### src/rtl/dma_irq_router.sv
module dma_irq_router #(
  parameter int NCH = 4,
  parameter int CW  = (NCH > 1) ? $clog2(NCH) : 1
) (
  input  logic             clk,
  input  logic             rst_n,
  input  logic [NCH-1:0]   tx_done,
  input  logic [NCH-1:0]   rx_done,
  input  logic [NCH-1:0]   abn_evt,
  input  logic             reg_wen,
  input  logic [CW+1:0]    reg_addr,
  input  logic [7:0]       reg_wdata,
  output logic [7:0]       reg_rdata,
  output logic [NCH-1:0]   tx_irq,
  output logic [NCH-1:0]   rx_irq,
  output logic             common_irq
);
  localparam logic [1:0] SEL_STAT = 2'd0;
  localparam logic [1:0] SEL_EN   = 2'd1;
  localparam logic [1:0] SEL_CTRL = 2'd3;

  logic [NCH-1:0] ti, ri, ai, tie, rie, aie;
  logic           mode;
  logic [1:0]     view;
  logic           unused_wd;

  assign unused_wd = ^reg_wdata[7:3];

  wire [1:0]    sel = reg_addr[1:0];
  wire [CW-1:0] ach = reg_addr[CW+1:2];

  always_ff @(posedge clk) begin
    if (!rst_n) begin
      mode <= 1'b0;
      view <= 2'd0;
    end else if (reg_wen && sel == SEL_CTRL) begin
      mode <= reg_wdata[0];
      view <= reg_wdata[2:1];
    end
  end

  for (genvar c = 0; c < NCH; c++) begin : g_ch
    logic ti_q, ri_q, ai_q, tie_q, rie_q, aie_q;
    wire  hit  = reg_wen && (ach == CW'(c));
    wire  wst  = hit && (sel == SEL_STAT);
    wire  wen  = hit && (sel == SEL_EN);

    always_ff @(posedge clk) begin
      if (!rst_n) begin
        ti_q <= 1'b0; ri_q <= 1'b0; ai_q <= 1'b0;
        tie_q <= 1'b0; rie_q <= 1'b0; aie_q <= 1'b0;
      end else begin
        ti_q <= tx_done[c] | (ti_q & ~(wst & reg_wdata[0]));
        ri_q <= rx_done[c] | (ri_q & ~(wst & reg_wdata[1]));
        ai_q <= abn_evt[c] | (ai_q & ~(wst & reg_wdata[2]));
        if (wen) begin
          tie_q <= reg_wdata[0];
          rie_q <= reg_wdata[1];
          aie_q <= reg_wdata[2];
        end
      end
    end

    assign ti[c]  = ti_q;
    assign ri[c]  = ri_q;
    assign ai[c]  = ai_q;
    assign tie[c] = tie_q;
    assign rie[c] = rie_q;
    assign aie[c] = aie_q;
  end

  assign tx_irq = ti & tie;
  assign rx_irq = ri & rie;
  assign common_irq = (|(ai & aie)) | (~mode & (|(tx_irq | rx_irq)));

  always_comb begin
    logic tiv, riv;
    reg_rdata = 8'd0;
    tiv = 1'b0;
    riv = 1'b0;
    if (int'(ach) < NCH) begin
      tiv = ti[ach] & (view != 2'd1);
      riv = ri[ach] & (view != 2'd2);
    end
    case (sel)
      SEL_STAT: if (int'(ach) < NCH)
        reg_rdata[3:0] = {~mode & ((tiv & tie[ach]) | (riv & rie[ach])),
                          ai[ach], riv, tiv};
      SEL_EN:   if (int'(ach) < NCH)
        reg_rdata[2:0] = {aie[ach], rie[ach], tie[ach]};
      SEL_CTRL: reg_rdata[2:0] = {view, mode};
      default:  reg_rdata = 8'd0;
    endcase
  end
endmodule

### config.mk
export PLATFORM = sky130hd
export DESIGN_NAME = dma_irq_router
export DESIGN_NICKNAME = d
export VERILOG_FILES = /design/src/rtl/dma_irq_router.sv
export SDC_FILE = /design/constraint.sdc
export NUM_CORES = 1
export LEC_CHECK = 0
export CORE_ASPECT_RATIO = 1.5
export CORE_MARGIN = 2
export CORE_UTILIZATION = 65
export DETAILED_ROUTE_END_ITERATION = 7
export DONT_BUFFER_PORTS = 1
export PLACE_DENSITY = 0.79
export SYNTH_ARGS = -nofsm -noshare
export SYNTH_HDL_FRONTEND = slang
export SYNTH_SLANG_ARGS = --single-unit
### constraint.sdc
create_clock -name clk -period 1.9 [get_ports clk]
set_input_delay 0.19 -clock clk [delete_from_list [all_inputs] [get_ports clk]]
set_output_delay 0.19 -clock clk [all_outputs]
set_load 0.01 [all_outputs]
==> reports/results.txt <==
first-pass GRT wire length: 5900 µm
most common cell after layout, fill and taps aside: dfxtp_1
row cnt: 21
share of post-route cells with drive strength above 1: 0.137
crit start category: register
Avg Cell Area, Syn: 9.80 µm²
antenna-violating nets left: 0
Worst R2R Path Depth: 3
crit path DAT: 1690 ps
vias in the first global route: 1224
post-DP HPWL: 2410 µm
Ports: 44
Worst Hold End: g_ch[3].rie_q$_SDFFE_PN0P_
metal2 WL: 1890 µm
drt total wl: 3670 µm
DR iter-0 viols: 28
Worst R2R Setup Slack: 580 ps
GPL Wtd Cong: 0.887
Final Hold Vio Count: 0
gr usage total: 0.289
max-slew violation count: 0
Initial Util: 0.671
CTS max path bufs: 2
CTS buffer count: 3
most frequent cells in the layout: dfxtp_1, dlygate4sd3_1, a21boi_0
RSZ-0062 raised after global routing: true
Final #Nets: 189
cell leakage power: 0.625 nW
DRC: 0
CTS tree: built
pin count of the biggest net entering global routing: 25
post-synth cell types: 34
Die Span Y: 62.4 µm
post-route minimum period: 1880 ps
crit path capture type: output pin
Die W: 43.0 µm
die footprint: 0.00268 mm²
antenna diode count: 0
Seq/Total Area, Yosys: 0.365
relative slew slack: 0.482
total grt overflow: 0
Worst Tran Pin Value: 774 ps
PD cells: 590 mW/mm²
r2r startpoint: g_ch[0].ri_q$_SDFF_PN0_
H-tree Lvls: 1
Final Total Pwr: 997 µW
FMAX: 533 MHz
clk sinks: 27
1st-pass router iterations: 5
HP Class: in2reg
area of the mapped netlist: 0.00148 mm²
via count: 1216
Core ar.: 0.00221 mm²
routed wl met3: 276 µm
CTS root buffer: clkbuf_4
worst setup path class: reg2out
register bit total from synthesis: 27
Metal-1 WL: 1410 µm
vias per inst: 6.61
Skew-Pair Late Insertion Delay: 330 ps
Fin Clk Skew: 0 ps
RR Endpoint: g_ch[0].ri_q$_SDFF_PN0_
Layout area overhead: 14.2%
Final Hold Slack: 5.47 ps
peak supply drop: 0.684 mV
worst hold path depth: 2
Syn Inst Count: 151
Clock transition at path regs: 130 ps
status: finished, final reports clean
setup violators final: 0
Crit path required time: 1710 ps
Crit Path Max Fanout: 3
Port Buffer Count: 0
Max-Cap Viols: 0
period utilization: 0.987
Routed WL per cell: 20.0 µm
hold_sp: reg_wdata[1]
antenna violations before repair: 0
Top Metal Used: met4
Syn. warnings: 0
[cells by family (layout without fill, tap and decap cells)]
logic type,after synthesis,count (layout),synth area share
compound gates,40,40,0.197
buf+inv,16,23,0.0566
flops,27,27,0.365
mux,18,18,0.180
other cells,1,4,0.00253
simple gates,49,49,0.199
[worst max path at each step]
stage / from / end / cells after the start
2_1_floorplan: g_ch[0].ti_q$_SDFF_PN0_ / common_irq / 4
3_3_place_gp: g_ch[0].ti_q$_SDFF_PN0_ / common_irq / 4
3_5_place_dp: g_ch[0].ti_q$_SDFF_PN0_ / common_irq / 4
4_1_cts: g_ch[3].ti_q$_SDFF_PN0_ / common_irq / 4
5_1_grt: g_ch[0].ti_q$_SDFF_PN0_ / common_irq / 4
6_report: g_ch[0].ti_q$_SDFF_PN0_ / common_irq / 4
[flip-flops by register name, summed over array words and instances, names as in the netlist]
signal / flops
g_ch.ai_q: 4
g_ch.aie_q: 4
g_ch.ri_q: 4
g_ch.rie_q: 4
g_ch.ti_q: 4
g_ch.tie_q: 4
view: 2
mode: 1
[routing by layer]
layer / vias to the layer above / global-route usage
met5: - / 0
met1: 586 / 0.351
met3: 14 / 0.0665
li1: 559 / -
met2: 57 / 0.502
met4: 0 / 0.0795
[per-stage QoR]
stage          setup slack (ps)  cells  utilization  instance area [µm²]  TNS (ps)
6_report                   23.9    184        0.766                 1690         0
5_1_grt                   -73.0    184        0.766                 1690     -73.0
4_1_cts                    6.84    183        0.755                 1670         0
3_5_place_dp                175    163        0.654                 1440         0
3_3_place_gp                193    163        0.654                 1440         0
2_1_floorplan               377    154            -                 1490         0
[critical path: stages, from the launching register on]
cell and delay [ps]:
dfxtp_2 350, and2_4 170, or4_4 540, nor4_4 180, o21ai_2 120
[cell usage after synthesis (all sizes together)]
| library cell | count | area share |
|---|---|---|
| a22o | 1 | 0.0059 |
| nand2 | 10 | 0.025 |
| dfxtp | 27 | 0.37 |
| nand3 | 4 | 0.017 |
| inv | 2 | 0.0051 |
| conb | 1 | 0.0025 |
| o21ai | 4 | 0.014 |
| a31oi | 5 | 0.021 |
| nor2b | 12 | 0.051 |
| a221oi | 1 | 0.0059 |
| buf | 7 | 0.034 |
| mux4 | 6 | 0.099 |
| mux2i | 12 | 0.081 |
| nor4 | 4 | 0.017 |
| o21a | 12 | 0.061 |
| a21boi | 15 | 0.076 |
| or3 | 1 | 0.0042 |
| clkbuf | 7 | 0.018 |
| nand2b | 4 | 0.022 |
| nor2 | 1 | 0.0025 |
| a21oi | 1 | 0.0034 |
| or4 | 1 | 0.0051 |
| nor3 | 3 | 0.017 |
| a2111oi | 1 | 0.010 |
| and2 | 8 | 0.034 |
| or2 | 1 | 0.0042 |
[power by group]
part | internal (mW) | switching [mW] | leakage (nW)
Clock | 0.0806 | 0.166 | 0.0139
Combinational | 0.0814 | 0.0590 | 0.388
Sequential | 0.591 | 0.0187 | 0.222
Total | 0.753 | 0.244 | 0.625
[final cells by class]
cell class / instances / area, µm²
multi-input combinational: 111 / 910
sequential: 27 / 544
clock inverter: 1 / 7.51
fill: 164 / 517
inverter: 2 / 7.51
tap: 23 / 28.8
clock buffer: 3 / 22.5
timing repair buffer: 17 / 170
[repair_timing]
item,in CTS,in global routing
resized for setup,9,2
setup endpoints to repair,1,2
hold endpoints to repair,24,1
pin swaps,2,0
hold buffers,16,1
setup buffers,0,0
(Power assumes the default switching activity.)
